<file path="config.mk">
export PLATFORM = sky130hd
export DESIGN_NAME = boost_seq_top
export DESIGN_NICKNAME = d
export VERILOG_FILES = /design/src/rtl/boost_seq_pkg.sv /design/src/rtl/us_tick_div.sv /design/src/rtl/phase_timer.sv /design/src/rtl/seq_fsm.sv /design/src/rtl/boost_seq_top.sv
export SDC_FILE = /design/constraint.sdc
export NUM_CORES = 1
export LEC_CHECK = 0
export BUFFER_PORTS_ARGS = -buffer_cell sky130_fd_sc_hd__buf_2
export CORE_ASPECT_RATIO = 2
export CORE_MARGIN = 5
export CORE_UTILIZATION = 40
export DETAILED_ROUTE_END_ITERATION = 7
export SYNTH_ARGS = -nofsm -noshare
export SYNTH_HDL_FRONTEND = slang
export SYNTH_SLANG_ARGS = --single-unit
</file>
<file path="constraint.sdc">
create_clock -name clk -period 8.1 [get_ports clk]
set_input_delay 0.405 -clock clk [delete_from_list [all_inputs] [get_ports clk]]
set_output_delay 0.405 -clock clk [all_outputs]
set_load 0.02 [all_outputs]
</file>
<file path="src/rtl/boost_seq_pkg.sv">
package boost_seq_pkg;
  typedef enum logic [2:0] {
    ST_SHDN  = 3'd0,
    ST_LIN1  = 3'd1,
    ST_LIN2  = 3'd2,
    ST_SS    = 3'd3,
    ST_BST   = 3'd4,
    ST_BPS   = 3'd5,
    ST_FAULT = 3'd6
  } seq_state_t;
endpackage

</file>
<file path="src/rtl/us_tick_div.sv">
module us_tick_div #(
  parameter int CLK_PER_US = 16
) (
  input  logic clk,
  input  logic rst_n,
  input  logic clr,
  output logic tick
);
  localparam int DW = (CLK_PER_US > 1) ? $clog2(CLK_PER_US) : 1;
  localparam logic [DW-1:0] LAST = DW'(CLK_PER_US - 1);

  logic [DW-1:0] div_q;

  assign tick = (div_q == LAST);

  always_ff @(posedge clk or negedge rst_n) begin
    if (!rst_n)    div_q <= '0;
    else if (clr)  div_q <= '0;
    else if (tick) div_q <= '0;
    else           div_q <= div_q + 1'b1;
  end
endmodule

</file>
<file path="src/rtl/phase_timer.sv">
module phase_timer #(
  parameter int CW   = 16,
  parameter int STEP = 4
) (
  input  logic          clk,
  input  logic          rst_n,
  input  logic          clr,
  input  logic          tick,
  input  logic [CW-1:0] limit,
  output logic          expired,
  output logic          step_stb
);
  localparam int SW = (STEP > 1) ? $clog2(STEP) : 1;
  localparam logic [SW-1:0] SLAST = SW'(STEP - 1);

  logic [CW-1:0] cnt_q;
  logic [SW-1:0] scnt_q;

  assign expired  = tick && (cnt_q == limit - 1'b1);
  assign step_stb = tick && (scnt_q == SLAST);

  always_ff @(posedge clk or negedge rst_n) begin
    if (!rst_n) begin
      cnt_q  <= '0;
      scnt_q <= '0;
    end else if (clr) begin
      cnt_q  <= '0;
      scnt_q <= '0;
    end else if (tick) begin
      cnt_q  <= expired ? '0 : cnt_q + 1'b1;
      scnt_q <= step_stb ? '0 : scnt_q + 1'b1;
    end
  end
endmodule

</file>
<file path="src/rtl/seq_fsm.sv">
module seq_fsm
  import boost_seq_pkg::*;
(
  input  logic       clk,
  input  logic       rst_n,
  input  logic       en,
  input  logic       uvlo_ok,
  input  logic       vout_near_vin,
  input  logic       vout_at_min,
  input  logic       vin_above_reg,
  input  logic       ilim_act,
  input  logic       vds_trip,
  input  logic       expired,
  output seq_state_t state,
  output seq_state_t nxt
);
  always_comb begin
    nxt = state;
    if (!en) begin
      nxt = ST_SHDN;
    end else begin
      unique case (state)
        ST_SHDN:  if (uvlo_ok) nxt = ST_LIN1;
        ST_LIN1:  if (vout_near_vin) nxt = ST_SS;
                  else if (expired) nxt = ST_LIN2;
        ST_LIN2:  if (vout_near_vin) nxt = ST_SS;
                  else if (expired) nxt = ST_FAULT;
        ST_SS:    if (vout_at_min) nxt = vin_above_reg ? ST_BPS : ST_BST;
                  else if (expired) nxt = ST_FAULT;
        ST_BST:   if (expired && ilim_act) nxt = ST_FAULT;
        ST_BPS:   if (vds_trip) nxt = ST_FAULT;
        ST_FAULT: if (expired) nxt = ST_LIN1;
        default:  nxt = ST_SHDN;
      endcase
    end
  end

  always_ff @(posedge clk or negedge rst_n) begin
    if (!rst_n) state <= ST_SHDN;
    else        state <= nxt;
  end
endmodule

</file>
<file path="src/rtl/boost_seq_top.sv">
module boost_seq_top
  import boost_seq_pkg::*;
#(
  parameter int CLK_PER_US = 16,
  parameter int LIN1_US    = 512,
  parameter int LIN2_US    = 1024,
  parameter int SS_US      = 64,
  parameter int OVLD_US    = 2000,
  parameter int HOLD_US    = 20000,
  parameter int SS_STEP_US = 4,
  parameter bit FAST       = 1'b0
) (
  input  logic       clk,
  input  logic       rst_n,
  input  logic       en,
  input  logic       uvlo_ok,
  input  logic       vout_near_vin,
  input  logic       vout_at_min,
  input  logic       vin_above_reg,
  input  logic       ilim_act,
  input  logic       vds_trip,
  output logic [2:0] state_o,
  output logic [2:0] ilin_sel,
  output logic       sw_en,
  output logic       half_ilim,
  output logic       ref_step,
  output logic       byp_en,
  output logic       fault
);
  function automatic int imax(input int a, input int b);
    return (a > b) ? a : b;
  endfunction

  localparam int MAXL  = imax(imax(imax(LIN1_US, LIN2_US), imax(SS_US, OVLD_US)), HOLD_US);
  localparam int CW    = $clog2(MAXL + 1);
  localparam int STEP  = FAST ? imax(SS_STEP_US / 2, 1) : SS_STEP_US;
  localparam logic [2:0] ILIN_LO = FAST ? 3'd2 : 3'd1;
  localparam logic [2:0] ILIN_HI = FAST ? 3'd4 : 3'd2;

  seq_state_t    state, nxt;
  logic          tick, expired, step_stb, clr;
  logic [CW-1:0] limit;

  // Restart all timing on each state entry; in boost, a low current-limit
  // flag restarts the overload window.
  assign clr = (nxt != state) || ((state == ST_BST) && !ilim_act);

  always_comb begin
    unique case (state)
      ST_LIN1: limit = CW'(LIN1_US);
      ST_LIN2: limit = CW'(LIN2_US);
      ST_SS:   limit = CW'(SS_US);
      ST_BST:  limit = CW'(OVLD_US);
      default: limit = CW'(HOLD_US);
    endcase
  end

  us_tick_div #(.CLK_PER_US(CLK_PER_US)) u_div (
    .clk(clk), .rst_n(rst_n), .clr(clr), .tick(tick)
  );

  phase_timer #(.CW(CW), .STEP(STEP)) u_tmr (
    .clk(clk), .rst_n(rst_n), .clr(clr), .tick(tick), .limit(limit),
    .expired(expired), .step_stb(step_stb)
  );

  seq_fsm u_fsm (
    .clk(clk), .rst_n(rst_n), .en(en), .uvlo_ok(uvlo_ok),
    .vout_near_vin(vout_near_vin), .vout_at_min(vout_at_min),
    .vin_above_reg(vin_above_reg), .ilim_act(ilim_act), .vds_trip(vds_trip),
    .expired(expired), .state(state), .nxt(nxt)
  );

  always_comb begin
    state_o   = state;
    ilin_sel  = (state == ST_LIN1) ? ILIN_LO :
                (state == ST_LIN2) ? ILIN_HI : 3'd0;
    sw_en     = (state == ST_SS) || (state == ST_BST);
    half_ilim = (state == ST_SS);
    ref_step  = (state == ST_SS) && step_stb;
    byp_en    = (state == ST_BPS);
    fault     = (state == ST_FAULT);
  end
endmodule

</file>
==> metrics, run 1 <==
setup_tns 0 ns; Worst Path Required 8.28 ns; CTS tree yes; Multi-input gate area 1110 um^2; Layout Area Growth over Synthesis 8.48%; Leak 0.849 nW; worst min path class input port to async pin; # clock sinks 24; Mapped Area 1800 um^2; slowest CP cell dfrtp_1; Rel. slew slack 46.9%; dominant synthesized flop cell dfrtp_1; FF-to-FF End u_tmr.cnt_q[1]; asr flop ratio synth between 90% and 100%; core area 4340 um^2; Crit Path Class flop to flop; CP Cell Sequence xor2_1 -> o21ai_2 -> mux2i_1 -> or4_1 -> and3_4 -> a311oi_4 -> nand3_2 -> a21oi_1; DIE HEIGHT 105 um; crit end category flop; gp weighted congestion 0.862; fin worst setup slack 4.78 ns; antenna-violating nets left 0; Worst Skew 0.00608 ns; Via Count 1478; Iteration-0 DRC Markers 42; DRC errors left 0; instance count on the critical path 8; post-synthesis register bit count 24; Inserted Diodes 0; Largest delay share family, worst path simple AND/OR/NAND/NOR gates; CP Launch Type flop; Routed WL approximately 3900 um; Crit path largest cell delay around 0.85 ns; global-route wire length before repair 6680 um; HPWL Detailed 3070 um; clk slew on worst S/H paths 0.09 ns; Core Rows 34; RSZ-0062 raised after global routing false; number of cells on the worst reg-to-reg path 8; Peak Freq 0.301 GHz; initial antenna violation count 0; CTS max path bufs 2; CTS Hold Bufs 0; WHS 0.118 ns; Initial Utilization 41.5%; pwr dens 160 nW/um^2; Synth Net Count 216; Critical path buffers and inverters 0; PostCTS Resize Cnt 0; Crit Reg-Reg Startpoint u_fsm.state[1]; Worst-Margin Slew 0.790 ns; final design utilization 45.0%; Max VDD drop 85.2 uV; worst-path fanout max 26; Place WS 4.77 ns; Fin. Hold Viols 0; chip width between 50 and 60 um; final setup fails 0; Final Max Slew Viols 0; full die area 6020 um^2; GRT Resource Usage Total 13.7%; vias in the first global route 1505; # IOs 20; Final Cycle Share approximately two fifths; average cell area after synthesis 8.82 um^2; library cells used by synthesis 56; worst path arrival time 3.50 ns; H-tree depth reported by CTS 1; Tmin final 3.32 ns; outcome finished, final reports clean; Clock Latency Late Sink roughly 0.26 ns; Post-synth EDFFs 0; WL/cell between 10 and 15 um; Storage cell area 601 um^2; synth warn 0; Port Buffers 18; largest net degree at the start of global routing 27; drt via density between 5 and 6; Max Cap Violations 0; number of CTS-inserted buffers 3; R2R setup slack 4.78 ns; nets@finish 228; root buffer cell clkbuf_8; Gate Count Post-Synth 204; Fillers 459; DRT Pass-1 Iters 4; GR Overflow Total 0; post-synthesis sequential area ratio 33.4%; setup repair bufs after CTS 0; share of layout cells above drive strength 1 21.4%
sequential cells by signal, summed over array words and instances, names as in the netlist:
signal	cells
u_div.div_q	4
u_tmr.cnt_q	15
u_fsm.state	3
u_tmr.scnt_q	2
worst reg2reg max path: cells and delay by family (launching register included):
kind / cells / cell delay, ns
AO/OA/AOI/OAI: 3 / 0.62
XOR/XNOR: 1 / 0.24
flip-flops: 1 / 0.85
multiplexers: 1 / 0.19
AND/OR/NAND/NOR: 3 / 1.34
through the flow:
stage	instances	instance area (um^2)	total power, mW
floorplan	204	1800	0.200
global placement	265	1880	0.213
detailed placement	265	1880	0.213
CTS	269	1950	0.319
global route	269	1950	0.330
finish	269	1950	0.312
report_power, final:
| part | switching (mW) | total (mW) | internal, mW |
|---|---|---|---|
| registers | 0.0120 | 0.138 | 0.126 |
| logic | 0.0454 | 0.0720 | 0.0265 |
| clock network | 0.0368 | 0.103 | 0.0660 |
| total | 0.0942 | 0.312 | 0.218 |
placed cells by master, fill, tap and decap left out, types with 2 or more instances in the layout:
| cell | count |
|---|---|
| nor3_1 | 10 |
| nor2_1 | 19 |
| dfrtp_1 | 24 |
| nand2b_1 | 5 |
| xnor2_1 | 9 |
| nor4_2 | 2 |
| nor2b_1 | 3 |
| or2_2 | 2 |
| o211ai_1 | 2 |
| and2_1 | 2 |
| o21ai_0 | 9 |
| nor3b_1 | 2 |
| xor2_1 | 12 |
| inv_1 | 4 |
| a21oi_1 | 8 |
| clkbuf_8 | 3 |
| a21boi_0 | 2 |
| and3_1 | 5 |
| nand2_1 | 18 |
| nand3_1 | 7 |
| nor2_2 | 10 |
| mux2i_1 | 5 |
| ha_1 | 3 |
| nor4_1 | 2 |
| buf_2 | 18 |
cells by family after synthesis:
logic type | synth area share [%]
fa+ha+maj | 2.09
flops | 33.4
mux | 3.41
xor+xnor | 10.2
buf+inv | 5.08
compound gates | 14.8
other cells | 0.208
simple gates | 30.8
how the worst max path moves through the flow:
stage / startpoint / endpoint / slack, ns
global route: u_fsm.state[0] / u_tmr.cnt_q[1] / 4.46
floorplan: u_fsm.state[0] / u_tmr.cnt_q[9] / 5.49
finish: u_fsm.state[1] / u_tmr.cnt_q[1] / 4.78
CTS: u_fsm.state[0] / u_tmr.cnt_q[1] / 4.73
detailed placement: u_fsm.state[1] / u_tmr.cnt_q[1] / 4.77
global placement: u_fsm.state[0] / u_tmr.cnt_q[1] / 4.78
routing by layer:
layer,GRT usage [%],up-vias,routed length (um)
met5,0,-,0
met4,7.13,0,147
met3,1.60,12,112
met2,26.5,26,2230
met1,13.4,712,1400
li1,-,728,-
cells in the mapped netlist (2+ instances only):
cell type  count  area (um^2)
nand2_1       18         67.6
buf_6          4         45.0
and3_1         5         31.3
a21oi_1        8         40.0
dfrtp_1       24          601
nand2b_1       5         31.3
xnor2_1        9         78.8
nor4_1         2         12.5
a21boi_0       2         15.0
or2_2          2         12.5
and2_1         2         12.5
inv_1          4         15.0
xor2_1        12          105
nor2b_1        3         18.8
mux2i_1        5         50.1
nor3b_1        2         15.0
ha_1           3         37.5
nand3_1        7         35.0
nor2_1        19         71.3
o21ai_0        9         45.0
o211ai_1       2         15.0
nor4_2         2         25.0
nor3_1        10         50.1
clkbuf_1       4         15.0
nor2_2        10         62.6
final cells by class:
type	instances	area share, %
clock buffer	3	2.12
clock inverter	1	1.54
inverter	4	0.769
multi-input combinational	165	56.7
sequential	24	30.8
tap	54	3.46
timing repair buffer	18	4.62
(Power assumes the default switching activity.)
==> run 2: changes to the inputs <==
==> constraint.sdc (replaced) <==
create_clock -name clk -period 3.38 [get_ports clk]
set_input_delay 0.169 -clock clk [delete_from_list [all_inputs] [get_ports clk]]
set_output_delay 0.169 -clock clk [all_outputs]
set_load 0.02 [all_outputs]
==> run 2 against run 1 <==
Effect of this change: setup slack worse by 4.4 ns; via count increased by 0.34%; critical endpoint unchanged; global-route usage increased by 0.75 points; clock skew up 0.00054 ns; register-to-register slack lost 4.4 ns.
==> metrics, run 2 (same netlist as run 1, synthesis figures left out) <==
nets@finish 233; Pwr Total around 670 uW; Place WS around 0.33 ns; slowest CP cell or4_1; Top Usage Layer GRT met2; Fin. Hold Viols 0; DIE HEIGHT between 100 and 150 um; Iteration-0 DRC Markers 37; Clock Latency Late Sink 0.26 ns; Max VDD drop 200 uV; H-tree depth reported by CTS 1; antenna-violating nets left 0; vias in the first global route 1583; CTS Hold Bufs 1; most frequent cells in the layout dfrtp_1, nor2_1, nand2_1, buf_2, xor2_1; Core Rows 34; Inserted Diodes 0; GR Util met3 approximately 1.7%; final setup fails 0; HPWL Detailed 3240 um; WHS 0.238 ns; HP Start en; DRT Pass-1 Iters 4; Rel. slew slack 49.3%; fin worst setup slack 0.364 ns; CP Launch Type flop; final instance area 1960 um^2; chip width 57.4 um; outcome finished, final reports clean; root buffer cell clkbuf_8; Critical path buffers and inverters 0; Crit Path Class flop to flop; Layout Area Growth over Synthesis 9.04%; Worst Path Required approximately 3.6 ns; Port Buffers 18; # IOs 20; worst hold path cell count 3; Fillers 471; R2R setup slack 0.36 ns; Initial Utilization 41.5%; share of layout cells above drive strength 1 22.4%; met2 usage between 20% and 30%; PostCTS Resize Cnt 0; Routed WL 4050 um; Worst Skew 0.00662 ns; worst min path class input port to flop; pwr dens 343 nW/um^2; CTS tree yes; CTS max path bufs 2; drt via density 5.43; crit end category flop; top flop regs u_tmr.cnt_q (15), u_div.div_q (4), u_fsm.state (3); DRC errors left 0; Leak 0.860 nW; GRT Resource Usage Total 14.5%; setup repair bufs after CTS 0; global-route wire length before repair 7000 um; area post-placement 1910 um^2; core area 4340 um^2; Largest delay share family, worst path simple AND/OR/NAND/NOR gates; setup_tns 0 ns; Crit Reg-Reg Startpoint u_fsm.state[0]; gp weighted congestion 0.817; RSZ-0062 raised after global routing false; Via Count 1483; clk slew on worst S/H paths roughly 0.080 ns; number of CTS-inserted buffers 3; worst-path fanout max 13; largest net degree at the start of global routing 25; commonest non-fill, non-tap cell in the layout dfrtp_1; # clock sinks 24; WL/cell 14.8 um; Worst-Margin Slew 0.754 ns; initial antenna violation count 0; Top reg by flops u_tmr.cnt_q; met1 Use GR 14.0%; CP Cell Sequence and2b_1 -> xor2_1 -> a32oi_1 -> or4_1 -> and3_4 -> a311oi_4 -> nand3_2 -> a21oi_1; max reg flops 15; Tmin final 3.02 ns; Peak Freq around 0.33 GHz; Max Cap Violations 0; GR Overflow Total 0; Final Cycle Share approximately nine tenths; Crit path largest cell delay 0.68 ns; Final Max Slew Viols 0; FF-to-FF End u_tmr.cnt_q[1]; number of cells on the worst reg-to-reg path 8; worst path arrival time 3.19 ns; full die area 6020 um^2; Hold Path Sink u_fsm.state[2]
[run 2: cell types whose count changed in the layout (fill, tap and decap cells not counted)]
cell | previous run | this run
buf_4 | 0 | 4
dlygate4sd3_1 | 0 | 1
bufinv_16 | 1 | 0
[run 2: through the flow]
| stage | instances | utilization, % |
|---|---|---|
| 6_report | 273 | 45.2 |
| 3_3_place_gp | 269 | 44.0 |
| 5_1_grt | 273 | 45.2 |
| 2_1_floorplan | 204 | - |
| 3_5_place_dp | 269 | 44.0 |
| 4_1_cts | 273 | 45.2 |
[run 2: power by group]
group	leakage (nW)	internal, mW	total, mW	switching (mW)
Clock	0.0216	0.0795	0.162	0.0827
Sequential	0.331	0.301	0.320	0.0187
Combinational	0.507	0.0680	0.191	0.123
Total	0.860	0.449	0.674	0.225
[run 2: layout make-up]
cell class,count,area [um^2],area share (%)
Clock buffer,3,41.3,2.10
Inverter,4,15.0,0.765
Multi-Input combinational cell,165,1110,56.4
Sequential cell,24,601,30.6
Tap cell,54,67.6,3.44
Timing Repair Buffer,23,130,6.63
[run 2: layer usage]
metal,part of all wire (%),up-vias,wire length [um]
met5,0,-,0
met4,3.8,0,152
met3,3.0,13,122
met2,57,30,2300
met1,36,701,1470
li1,-,739,-
[run 2: worst max path at each step]
stage                         startpoint             end  cells after the start
after floorplan           u_fsm.state[0]  u_tmr.cnt_q[9]                     11
final                     u_fsm.state[0]  u_tmr.cnt_q[1]                      8
after global routing      u_div.div_q[0]  u_tmr.cnt_q[1]                      9
after CTS                 u_div.div_q[0]  u_tmr.cnt_q[1]                      9
after detailed placement  u_div.div_q[0]  u_tmr.cnt_q[1]                      9
after global placement    u_fsm.state[0]  u_tmr.cnt_q[1]                      8
[run 2: worst reg2reg max path, cell delays in order (launching register included)]
cell and delay [ns]:
dfrtp_1 0.59, and2b_1 0.23, xor2_1 0.16, a32oi_1 0.10, or4_1 0.68, and3_4 0.25, a311oi_4 0.29, nand3_2 0.39
a21oi_1 0.23
==> run 3: changes to the inputs <==
--- a/config.mk
+++ b/config.mk
@@ -6,7 +6,7 @@
 export NUM_CORES = 1
 export LEC_CHECK = 0
 export BUFFER_PORTS_ARGS = -buffer_cell sky130_fd_sc_hd__buf_2
-export CORE_ASPECT_RATIO = 2
+export CAP_MARGIN = 40
 export CORE_MARGIN = 5
 export CORE_UTILIZATION = 40
 export DETAILED_ROUTE_END_ITERATION = 7
==> run 3 against run 2 <==
Effect of this change: hold slack worse by 0.018 ns; routed wire length down 7.3%; sequential power about the same; first-iteration DRC count up 110%; clock-buffer cell count unchanged; flip-flop and latch count unchanged; setup slack worse by 0.00081 ns; via count down 0.94%; critical path type unchanged.
==> metrics, run 3 (same netlist as run 1, synthesis figures left out) <==
outcome finished, final reports clean; Worst-Margin Slew 0.813 ns; number of cells on the worst reg-to-reg path 9; Inserted Diodes 0; HPWL Detailed 2760 um; top flop regs u_tmr.cnt_q (15), u_div.div_q (4), u_fsm.state (3); Fin. Hold Viols 0; Fillers 441; Comb pwr share 28.0%; Rel. slew slack 45.4%; worst path arrival time 3.20 ns; Top reg by flops u_tmr.cnt_q; slowest CP cell or4_1; most frequent cells in the layout dfrtp_1, nor2_1, nand2_1, buf_2, xor2_1; Routed WL 3750 um; clk slew on worst S/H paths 0.09 ns; crit end category flop; GRT Resource Usage Total 13.2%; Hold Path Sink u_fsm.state[2]; clock power share 24.8%; max reg flops 15; Peak Freq 0.331 GHz; share of layout cells above drive strength 1 between 20% and 30%; Crit path largest cell delay ~0.57 ns; H-tree depth reported by CTS 1; largest net degree at the start of global routing 25; vias in the first global route 1386; FF-to-FF End u_tmr.cnt_q[1]; sw power 229 uW; HP Start en; # IOs 20; Worst Path Required 3.56 ns; global-route wire length before repair 6580 um; R2R setup slack 0.36 ns; Max VDD drop 235 uV; full die area ~5900 um^2; drt via density around 5.4; # clock sinks 24; Port Buffers 18; Largest delay share family, worst path simple AND/OR/NAND/NOR gates; Max Cap Violations 0; final setup fails 0; CTS max path bufs 2; commonest non-fill, non-tap cell in the layout dfrtp_1; DIE HEIGHT between 70 and 80 um; GR Overflow Total 0; Place WS 0.349 ns; chip width just under 80 um; internal power approximately 450 uW; Final Max Slew Viols 0; worst hold path cell count 3; pwr dens 347 nW/um^2; Crit Path Class flop to flop; CTS tree yes; Net Sw Frac between 30% and 40%; core area between 4000 and 5000 um^2; worst-path fanout max 12; final design utilization 44.8%; Clock Latency Late Sink 0.26 ns; CP Cell Sequence ha_1 -> nand3_4 -> nor4_2 -> o211ai_1 -> or4_1 -> and3_4 -> a311oi_4 -> nand3_2 -> a21oi_1; root buffer cell clkbuf_8; number of CTS-inserted buffers 3; Critical path buffers and inverters 0; Layout Area Growth over Synthesis 8.48%; initial antenna violation count 0; Leak 0.855 nW; Reg power frac 47.1%; worst min path class input port to flop; DRC errors left 0; CP Launch Type flop; Initial Utilization around 41%; setup_tns 0 ns; Iteration-0 DRC Markers between 70 and 80; Core Rows 24; nets@finish 232; Crit Reg-Reg Startpoint u_div.div_q[0]; Final Cycle Share 89.3%; Tmin final 3.02 ns; WL/cell 13.9 um; fin worst setup slack 0.363 ns; antenna-violating nets left 0; RSZ-0062 raised after global routing false; gp weighted congestion between 0.8 and 0.9; DRT Pass-1 Iters 4; Worst Skew ~0.0076 ns; Via Count 1469
## run 3: cell types whose count changed in the layout (fill, tap and decap cells not counted), sizes merged
cell / delta
buf: -1
## run 3: area by class of cell
class / instances / area (um^2) / area share [%]
sequential: 24 / 601 / 30.8
tap: 52 / 65.1 / 3.33
multi-input combinational: 165 / 1110 / 56.7
inverter: 4 / 15.0 / 0.769
timing repair buffer: 22 / 123 / 6.28
clock buffer: 3 / 41.3 / 2.12
## run 3: repair_timing
action,CTS,global route
setup buffers,0,0
endpoints found under the hold margin,24,0
endpoints found under the setup margin,0,0
hold buffers,1,0
resized for setup,0,0
## run 3: metal layers
metal  vias to the layer above  track usage (%)  wire, um
met5                         -                0         0
met4                         0             3.61        33
met3                         2             2.34       167
met2                        26             20.5      1720
met1                       699             18.8      1830
li1                        742                -         -
## run 3: worst max path at each step
stage | startpoint | to | slack, ns | cells after the start
6_report | u_div.div_q[0] | u_tmr.cnt_q[1] | 0.36 | 9
5_1_grt | u_div.div_q[0] | u_tmr.cnt_q[1] | 0.08 | 9
4_1_cts | u_div.div_q[0] | u_tmr.cnt_q[1] | 0.33 | 9
3_5_place_dp | u_div.div_q[0] | u_tmr.cnt_q[1] | 0.35 | 9
3_3_place_gp | u_div.div_q[0] | u_tmr.cnt_q[1] | 0.43 | 9
2_1_floorplan | u_fsm.state[0] | u_tmr.cnt_q[9] | 0.77 | 11
## run 3: power groups by stage
stage               Clock [mW]  Combinational, mW  Sequential (mW)
floorplan                    0              0.157            0.322
global placement             0              0.191            0.325
detailed placement           0              0.190            0.326
CTS                      0.176              0.192            0.320
global route             0.185              0.209            0.323
finish                   0.168              0.190            0.319
## run 3: worst min-delay path: stages
cell and delay, ns:
buf_2 0.15, o21ai_0 0.09, nor3_1 0.05
## run 3: per-stage QoR
step | power [mW] | area, um^2 | instances | hold WS, ns
floorplan | 0.478 | 1800 | 204 | -0.127
global placement | 0.517 | 1900 | 266 | 0.204
detailed placement | 0.516 | 1900 | 266 | 0.206
CTS | 0.687 | 1950 | 270 | 0.216
global route | 0.716 | 1950 | 270 | 0.237
finish | 0.678 | 1950 | 270 | 0.220
